## config.mk

```make
export PLATFORM = sky130hd
export DESIGN_NAME = dma_req_arbiter
export DESIGN_NICKNAME = d
export VERILOG_FILES = /design/src/rtl/dma_arb_pkg.sv /design/src/rtl/dma_req_collect.sv /design/src/rtl/dma_prio_select.sv /design/src/rtl/dma_launch_fsm.sv /design/src/rtl/dma_req_arbiter.sv
export SDC_FILE = /design/constraint.sdc
export NUM_CORES = 1
export LEC_CHECK = 0
export BUFFER_PORTS_ARGS = -buffer_cell sky130_fd_sc_hd__buf_2
export CORE_MARGIN = 4
export CORE_UTILIZATION = 40
export CTS_CLUSTER_DIAMETER = 100
export DETAILED_ROUTE_END_ITERATION = 10
export GPL_ROUTABILITY_DRIVEN = 0
export PLACE_DENSITY_LB_ADDON = 0.25
export SETUP_SLACK_MARGIN = 0.15
export SLEW_MARGIN = 30
export SYNTH_ARGS = -nofsm -noshare
export SYNTH_HDL_FRONTEND = slang
export SYNTH_SLANG_ARGS = --single-unit
```

## constraint.sdc

```tcl
create_clock -name clk -period 33.3 [get_ports clk]
set_input_delay 6.66 -clock clk [delete_from_list [all_inputs] [get_ports clk]]
set_output_delay 6.66 -clock clk [all_outputs]
set_load 0.005 [all_outputs]
```

## src/rtl/dma_arb_pkg.sv

```systemverilog
package dma_arb_pkg;

    typedef enum logic [1:0] {
        ST_IDLE  = 2'd0,
        ST_RUN   = 2'd1,
        ST_HOLD1 = 2'd2,
        ST_HOLD2 = 2'd3
    } arb_state_e;

endpackage

```

## src/rtl/dma_req_collect.sv

```systemverilog
module dma_req_collect #(
    parameter int NCH = 16
) (
    input  logic           clk,
    input  logic           rst,
    input  logic [NCH-1:0] sw_start,
    input  logic [NCH-1:0] hw_req,
    input  logic           hwen_we,
    input  logic [NCH-1:0] hwen_val,
    output logic [NCH-1:0] elig
);

    logic [NCH-1:0] hw_q;
    logic [NCH-1:0] en_q;

    // Peripheral lines are registered once; start flags are used as they stand.
    always_ff @(posedge clk) begin
        if (rst) begin
            hw_q <= '0;
            en_q <= '0;
        end else begin
            hw_q <= hw_req;
            if (hwen_we) begin
                en_q <= hwen_val;
            end
        end
    end

    always_comb begin
        elig = sw_start | (hw_q & en_q);
    end

endmodule

```

## src/rtl/dma_prio_select.sv

```systemverilog
module dma_prio_select #(
    parameter int NCH   = 16,
    parameter int PRI_W = 4,
    localparam int CH_W = $clog2(NCH)
) (
    input  logic             clk,
    input  logic             rst,
    input  logic [NCH-1:0]   elig,
    input  logic [NCH-1:0]   excl,
    input  logic             pri_we,
    input  logic [CH_W-1:0]  pri_ch,
    input  logic [PRI_W-1:0] pri_val,
    output logic             cand_v,
    output logic [CH_W-1:0]  cand_ch
);

    logic [PRI_W-1:0] pri_q [NCH];
    logic [NCH-1:0]   masked;
    logic             win_v;
    logic [CH_W-1:0]  win_ch;
    logic [PRI_W-1:0] win_pri;
    logic [PRI_W-1:0] cand_pri;

    always_comb begin
        masked = elig & ~excl;
    end

    generate
        for (genvar g = 0; g < NCH; g++) begin : g_pri
            always_ff @(posedge clk) begin
                if (rst) begin
                    pri_q[g] <= PRI_W'(g);
                end else if (pri_we && (pri_ch == CH_W'(g))) begin
                    pri_q[g] <= pri_val;
                end
            end

            // no eligible channel outranked the registered winner
            assert_no_stronger_R5: assert property (@(posedge clk) disable iff (rst)
                (cand_v && $past(masked[g])) |-> ($past(pri_q[g]) <= cand_pri));

            // on equal level the winner has the higher channel number
            assert_tie_high_R6: assert property (@(posedge clk) disable iff (rst)
                (cand_v && $past(masked[g]) && ($past(pri_q[g]) == cand_pri))
                |-> (CH_W'(g) <= cand_ch));
        end
    endgenerate

    // Ascending scan with >= lets a later (higher) channel take equal levels.
    always_comb begin
        win_v   = 1'b0;
        win_ch  = '0;
        win_pri = '0;
        for (int i = 0; i < NCH; i++) begin
            if (masked[i] && (!win_v || (pri_q[i] >= win_pri))) begin
                win_v   = 1'b1;
                win_ch  = CH_W'(i);
                win_pri = pri_q[i];
            end
        end
    end

    always_ff @(posedge clk) begin
        if (rst) begin
            cand_v   <= 1'b0;
            cand_ch  <= '0;
            cand_pri <= '0;
        end else begin
            cand_v   <= win_v;
            cand_ch  <= win_ch;
            cand_pri <= win_pri;
        end
    end

endmodule

```

## src/rtl/dma_launch_fsm.sv

```systemverilog
module dma_launch_fsm
    import dma_arb_pkg::*;
#(
    parameter int NCH = 16,
    localparam int CH_W = $clog2(NCH)
) (
    input  logic            clk,
    input  logic            rst,
    input  logic            cand_v,
    input  logic [CH_W-1:0] cand_ch,
    input  logic            eng_done,
    input  logic            eng_link,
    output logic            launch,
    output logic [CH_W-1:0] launch_ch,
    output logic [NCH-1:0]  sw_clr,
    output logic [NCH-1:0]  excl
);

    localparam logic [NCH-1:0] ONE = {{(NCH-1){1'b0}}, 1'b1};

    arb_state_e st, nxt;
    logic       fire;

    // State register
    always_ff @(posedge clk) begin
        if (rst) begin
            st <= ST_IDLE;
        end else begin
            st <= nxt;
        end
    end

    always_comb begin
        nxt  = st;
        fire = 1'b0;
        unique case (st)
            ST_IDLE: begin
                if (cand_v) begin
                    fire = 1'b1;
                    nxt  = ST_RUN;
                end
            end
            ST_RUN: begin
                if (eng_link) begin
                    nxt = ST_HOLD1;
                end else if (eng_done) begin
                    fire = cand_v;
                    nxt  = cand_v ? ST_RUN : ST_IDLE;
                end
            end
            ST_HOLD1: begin
                nxt = ST_HOLD2;
            end
            ST_HOLD2: begin
                fire = cand_v;
                nxt  = cand_v ? ST_RUN : ST_IDLE;
            end
            default: begin
                nxt = ST_IDLE;
            end
        endcase
    end

    // Keep the running and the launching channel out of the next candidate.
    always_comb begin
        excl = '0;
        if (st == ST_RUN) begin
            excl = excl | (ONE << launch_ch);
        end
        if (fire) begin
            excl = excl | (ONE << cand_ch);
        end
    end

    // Outputs
    always_ff @(posedge clk) begin
        if (rst) begin
            launch    <= 1'b0;
            launch_ch <= '0;
            sw_clr    <= '0;
        end else begin
            launch <= fire;
            sw_clr <= fire ? (ONE << cand_ch) : '0;
            if (fire) begin
                launch_ch <= cand_ch;
            end
        end
    end

    // a launch out of RUN needs a done indication
    assert_launch_gated_R8: assert property (@(posedge clk) disable iff (rst)
        (launch && ($past(st) == ST_RUN)) |-> $past(eng_done));

    // two quiet cycles after a link or reload
    assert_link_hold_R10: assert property (@(posedge clk) disable iff (rst)
        ((st == ST_RUN) && eng_link) |=> (!launch ##1 !launch));

    // back-to-back launch never repeats the channel that just finished
    assert_not_same_R11: assert property (@(posedge clk) disable iff (rst)
        (launch && ($past(st) == ST_RUN)) |-> (launch_ch != $past(launch_ch)));

    // the clear strobe accompanies exactly the launch
    assert_clr_with_launch_R2: assert property (@(posedge clk) disable iff (rst)
        (launch == (sw_clr != '0)) && $onehot0(sw_clr));

endmodule

```

## src/rtl/dma_req_arbiter.sv

```systemverilog
module dma_req_arbiter #(
    parameter int NCH   = 16,
    parameter int PRI_W = 4,
    localparam int CH_W = $clog2(NCH)
) (
    input  logic             clk,
    input  logic             rst,
    input  logic [NCH-1:0]   sw_start,
    input  logic [NCH-1:0]   hw_req,
    input  logic             hwen_we,
    input  logic [NCH-1:0]   hwen_val,
    input  logic             pri_we,
    input  logic [CH_W-1:0]  pri_ch,
    input  logic [PRI_W-1:0] pri_val,
    input  logic             eng_done,
    input  logic             eng_link,
    output logic             launch,
    output logic [CH_W-1:0]  launch_ch,
    output logic [NCH-1:0]   sw_clr
);

    logic [NCH-1:0]  elig;
    logic [NCH-1:0]  excl;
    logic            cand_v;
    logic [CH_W-1:0] cand_ch;

    dma_req_collect #(.NCH(NCH)) u_collect (
        .clk      (clk),
        .rst      (rst),
        .sw_start (sw_start),
        .hw_req   (hw_req),
        .hwen_we  (hwen_we),
        .hwen_val (hwen_val),
        .elig     (elig)
    );

    dma_prio_select #(.NCH(NCH), .PRI_W(PRI_W)) u_select (
        .clk     (clk),
        .rst     (rst),
        .elig    (elig),
        .excl    (excl),
        .pri_we  (pri_we),
        .pri_ch  (pri_ch),
        .pri_val (pri_val),
        .cand_v  (cand_v),
        .cand_ch (cand_ch)
    );

    dma_launch_fsm #(.NCH(NCH)) u_fsm (
        .clk       (clk),
        .rst       (rst),
        .cand_v    (cand_v),
        .cand_ch   (cand_ch),
        .eng_done  (eng_done),
        .eng_link  (eng_link),
        .launch    (launch),
        .launch_ch (launch_ch),
        .sw_clr    (sw_clr),
        .excl      (excl)
    );

endmodule

```

== Yosys cells after proc, flatten, opt, wreduce, memory -nomap -nowiden ==
Memories as Yosys holds them, arrays and structs flattened.
Index checks and enable logic that the tools add are counted.
Word-level totals
  register bits after elaboration: 60
  ROM bits: 0
  memories: 1
  output and inout bits: 21
  bits in latches: 0
  RAM bits: 64
Memories
  u_select.pri_q: words 16, bits a word 4, rd ports 16, clocked after Yosys merged registers in 0, write ports 16, line dma_prio_select.sv:17  | logic [PRI_W-1:0] pri_q [NCH];
Operators by class
  reduce and logical (&&, ||, !) cells: 65
  mux-type cells: 123
  equality and inequality tests: 20
  shifts and indexed selects: 2
  order comparisons: 15
  $mul: 0
  bitwise operators: 22
  div/mod/pow operators: 0
  $add $sub $neg: 0
Operators by type and width (count)
  $mux 4: 39
  $mux 1: 71
  $ge 4x4->1: 15
  $and 16x16->16: 2
  $eq 4x4->1 const B: 8
  $mux 16: 2
  $or 16x16->16: 2
  $shl 1x4->16 const A: 2
  $logic_and 1x1->1: 31
  $eq 4x3->1 const B: 4
  $not 16->16: 1
  $or 1x1->1: 16
  $logic_not 1->1: 15
  $logic_or 1x1->1: 15
  $mux 3: 4
  $mux 2: 5
  $eq 4x2->1 const B: 2
  $pmux 2 s4: 1
  $eq 2x2->1 const B: 2
  $eq 4x1->1 const B: 1
  $logic_not 4->1: 1
  $ne 3x3->1 const B: 1
  $pmux 1 s3: 1
  $eq 2x1->1 const B: 1
  other kinds (5): 5

== Longest topological paths before layout ==
  depth in word-level cells: 67
  gate-level depth with buffers: 121

== Modules after synthesis ==
Synthesis repeated with hierarchy kept, for this count alone.
Second synthesis, totals
  cells, all modules: 819
  area, all modules: 7897.6 um^2
Modules (own cells, without submodules)
  dma_prio_select: area an instance 5605.4 um^2, instances 1, cells each 593, seq. area each 2021.9 um^2
  dma_launch_fsm: area an instance 1166.1 um^2, instances 1, cells each 125, seq. area each 460.4 um^2
  dma_req_collect: area an instance 1126.1 um^2, instances 1, cells each 101, seq. area each 640.6 um^2

== Worst setup path after synthesis ==
No wires, ideal clock.
  path kind: input to register
  from: input eng_link
  to: register u_select.cand_ch[3]
  library setup time: 129 ps
  data arrival time: 28728 ps
  cell stages on the path: 115
  required time: 33171 ps
  setup slack: 4443 ps
  cell sequence: nand3b_1 a21oi_2 a21boi_2 and2_1 ha_1 nand2b_1 a21oi_1 o21ai_0 a21oi_1 a21o_1 ha_1 o21ai_0 a21oi_1 a211o_1 a221o_1 a21boi_0 ha_1 nand2b_1 [... 79 more ...] ha_1 nand2b_1 a21o_1 a21o_1 a21oi_1 a21o_1 clkbuf_1 o21ai_0 o31ai_1 ha_1 nand2b_1 a21o_1 a21o_1 a21oi_1 a21o_1 nand2_1 nor3b_1 a21oi_1
On the way
  word-level cells in the longest chain between the ends: 66
  elaborated cells on any way between the ends: 103
  those cells by class: order compare (15); mux (41); bitwise (2); reduce/logical (45)
RTL lines
  from (decl): line dma_req_arbiter.sv:16  | input logic eng_link,
  $mux 1 *: line dma_launch_fsm.sv:44  | if (eng_link) begin
  $pmux 1 s3 *: line dma_launch_fsm.sv:36  | unique case (st)
  $mux 16 *: line dma_launch_fsm.sv:70  | if (fire) begin
  $not 16->16 *: line dma_prio_select.sv:25  | masked = elig & ~excl;
  $and 16x16->16 *: line dma_prio_select.sv:25
  $mux 4 / $mux 1 (equally long branches): line dma_prio_select.sv:55  | if (masked[i] && (!win_v || (pri_q[i] >= win_pri))) begin
  $ge 4x4->1 / $logic_not 1->1 (equally long branches): line dma_prio_select.sv:55
  $logic_or 1x1->1: line dma_prio_select.sv:55
  [... 50 more ...]
  $ge 4x4->1 / $logic_not 1->1 (equally long branches): line dma_prio_select.sv:55
  $logic_or 1x1->1: line dma_prio_select.sv:55
  $logic_and 1x1->1: line dma_prio_select.sv:55
  $mux 4 / $mux 1 (equally long branches): line dma_prio_select.sv:55
  $ge 4x4->1 / $logic_not 1->1 (equally long branches): line dma_prio_select.sv:55
  $logic_or 1x1->1: line dma_prio_select.sv:55
  $logic_and 1x1->1: line dma_prio_select.sv:55
  $mux 4 *: line dma_prio_select.sv:55
  to (signal assigned): line dma_prio_select.sv:70  | cand_ch <= win_ch;
  to (decl): line dma_prio_select.sv:14  | output logic [CH_W-1:0] cand_ch
Every way passes the cells marked *; elsewhere a longest branch is shown, timed or not.
A chain may end at the register's enable or synchronous reset.

== Final worst setup path ==
  from: input eng_link
  to: register u_select.cand_ch[2]
Same word-level chain as after synthesis.

==> key figures <==
Outcome
  • Outcome: complete, no violations

Worst setup path
  • Crit-path most repeated cell: a21o_1
  • Crit Path Max Fanout: 14
  • Setup crit end kind: register
  • R2R depth: 112
  • Sum of buffers and inverters on the critical path: 3
  • R2R Path Start: u_fsm.st[0]$_SDFFE_PP0P_
  • Largest delay contributor family on the critical path: compound AO/OA/AOI/OAI gates
  • Worst Path Required: 33.57 ns
  • Slowest stage cell, crit path: a2111oi_2
  • Delay of the slowest cell on the worst path: 0.46 ns
  • Critical Path Source Type: primary input
  • FF-to-FF setup slack: 7.69 ns
  • Critical Path AT: 31.23 ns
  • CP Class: primary input to register
  • Reg2reg end: u_select.cand_ch[2]$_SDFF_PP0_

Timing
  • Final Hold Fails: 0
  • Setup_tns: 0 ns
  • Rel. slew slack: 0.449
  • Hold slack final: 0.497 ns
  • Fmax: 32.3 MHz
  • Final period utilization: 0.930
  • Min Tclk post-route: 30.96 ns
  • Final Max Slew Viols: 0
  • Worst clock skew: 0.00628 ns
  • Final setup vio count: 0
  • Final worst-path setup slack: 2.34 ns
  • Slew @ Worst Pin: 0.827 ns
  • RSZ-0062 raised after global routing: false

Drt
  • DRT Wirelength: 19700 um
  • Antenna-violating nets left: 0
  • DRT iter0 DRCs: 347
  • Via count: 6222
  • Drt pass-1 iters: 4
  • Detailed-route wire length per cell: 16.9 um
  • DRC: 0
  • Via density: 5.33

Layout
  • Share of cells above drive strength 1: 0.187
  • Area Overhead vs Synth: 15.9%
  • Fillers: 1797
  • # diodes: 0
  • Final Non-Filler Cells: 1168
  • Non-Filler Cell Area, Final: 0.00907 mm2
  • Finished Core Util: 0.479
  • Nets: 1014

Clock network
  • Clock Sinks: 124
  • Post-CTS Setup Inserts: 0
  • H-tree levels: 4
  • CTS Root Cell: clkbuf_16
  • Clk_lat worst skew: 0.42 ns
  • Clock slew at reported path FFs: 0.06 ns
  • Max clock buf depth: 2
  • TritonCTS clock tree: built
  • Num CTS Buffers: 17

Hold path
  • Hold Crit Depth: 2
  • Worst min path class: register to register
  • WHS Endpoint: u_collect.en_q[10]$_SDFFE_PP0P_
  • Hold Crit Start: u_collect.en_q[10]$_SDFFE_PP0P_

Place
  • Placed cell count: 1136
  • DP HPWL: 15200 um
  • DP Worst Slack: 1.70 ns
  • IO buf count: 82
  • Cell Area, Placed: 0.00845 mm2

Synthesis
  • EDFF count, synth: 64
  • Commonest cells in the netlist: nor2_1 (77), a21oi_1 (67), edfxtp_1 (64)
  • Ys async rst share: 0
  • Warnings, synthesis: 0
  • Sequential area share after synthesis: 0.399
  • Post-synth top area share: 0.246
  • Synth area leader: edfxtp_1
  • Main flop type after synthesis: edfxtp_1
  • Post-synth cell types: 77
  • Area contributors post-synth: edfxtp_1 (25%), dfxtp_1 (15%), ha_1 (9.1%)
  • Syn Nets: 943
  • Most numerous cell in the Yosys netlist: nor2_1
  • Synthesized area: 0.00783 mm2
  • Synth Instances: 824
  • Synth Register Bits: 124
  • Syn Area/Cell: 9.50 um2

GRT
  • Antenna violations before repair: 0
  • Vias in the first global route: 6019
  • GR Overflow Total: 0
  • First-pass GRT wire length: 31800 um
  • Gr usage total: 0.183
  • Largest net degree at the start of global routing: 82

Run
  • Max-Cap Viols: 0

Power and ir drop
  • Total leakage power: 3.85 nW
  • Power per cell area: 105 mW/mm2
  • Max IR drop VDD: 0.0524 mV
  • Final Power: 0.949 mW

Floorplanning
  • Core area: 0.0190 mm2
  • I/O pin count: 83
  • Initial core utilization: 0.413
  • Die Area: 0.0219 mm2
  • Std cell rows: 50
  • Die H: 148 um
  • Die Width: 148 um
cells in the final DEF (no fill, tap or decap), types with 14 or more instances in the layout:
cell type / count
buf_2: 82
clkbuf_16: 19
edfxtp_1: 64
mux2i_1: 24
or3_1: 14
o21ai_0: 22
ha_1: 57
inv_1: 45
a21oi_1: 67
nand2b_1: 27
nand2_1: 29
and2_1: 23
nor2_1: 77
nor3_1: 20
o21bai_1: 17
dfxtp_1: 60
a21o_1: 32
or2_2: 14
nor2b_1: 28
tightest hold or removal path, delay by kind of cell (launching register included):
family,cells,cell delay [ns]
and+or+nand+nor,1,0.07
DFF,1,0.32
muxes,1,0.07
worst max-delay path by stage:
stage,startpoint,end,slack [ns],cells past startpoint
final,eng_link,u_select.cand_ch[2]$_SDFF_PP0_,2.34,112
after global routing,eng_link,u_select.cand_ch[3]$_SDFF_PP0_,0.25,113
after CTS,eng_link,u_select.cand_ch[2]$_SDFF_PP0_,2.01,112
after detailed placement,eng_link,u_select.cand_ch[2]$_SDFF_PP0_,1.70,112
after global placement,eng_link,u_select.cand_ch[3]$_SDFF_PP0_,1.94,112
after floorplan,eng_link,u_select.cand_ch[3]$_SDFF_PP0_,4.44,115
flip-flops by register name (all words and copies together), names as in the netlist, named ones only:
name	count
u_fsm.sw_clr	16
u_fsm.launch	1
u_collect.en_q	16
u_fsm.launch_ch	4
u_collect.hw_q	16
u_fsm.st	1
u_select.cand_v	1
u_select.pri_q	64
u_select.cand_ch	4
final cells by class:
cell class | instances | area, um2 | area share
clock buffer | 19 | 475 | 0.0524
clock inverter | 13 | 125 | 0.0138
inverter | 45 | 169 | 0.0186
multi-input combinational | 623 | 4430 | 0.488
sequential | 124 | 3120 | 0.344
tap | 260 | 325 | 0.0359
timing repair buffer | 84 | 425 | 0.0469
cell families after synthesis:
kind of cell | count (synthesis) | synth area share
AND/OR/NAND/NOR | 285 | 0.197
AO/OA/AOI/OAI | 249 | 0.231
flip-flops | 124 | 0.399
multiplexers | 31 | 0.0427
buffers and inverters | 77 | 0.0381
adder cells (fa/ha/maj) | 58 | 0.0926
where the power goes:
part	total, mW	internal, mW	switching, mW
clock	0.188	0.113	0.0749
sequential	0.186	0.173	0.0128
combinational	0.575	0.263	0.312
total	0.949	0.549	0.400
layer usage:
metal | global-route usage | up-vias | wire length, um
li1 | - | 3196 | -
met1 | 0.258 | 2846 | 9620
met2 | 0.280 | 151 | 8530
met3 | 0.0322 | 29 | 1080
met4 | 0.0739 | 0 | 504
met5 | 0 | - | 0
timing repair:
action / in CTS / in global routing
hold buffers: 0 / 0
endpoints found under the setup margin: 0 / 4
resized for setup: 0 / 5
Note: power is estimated with default switching activity, not from simulation.
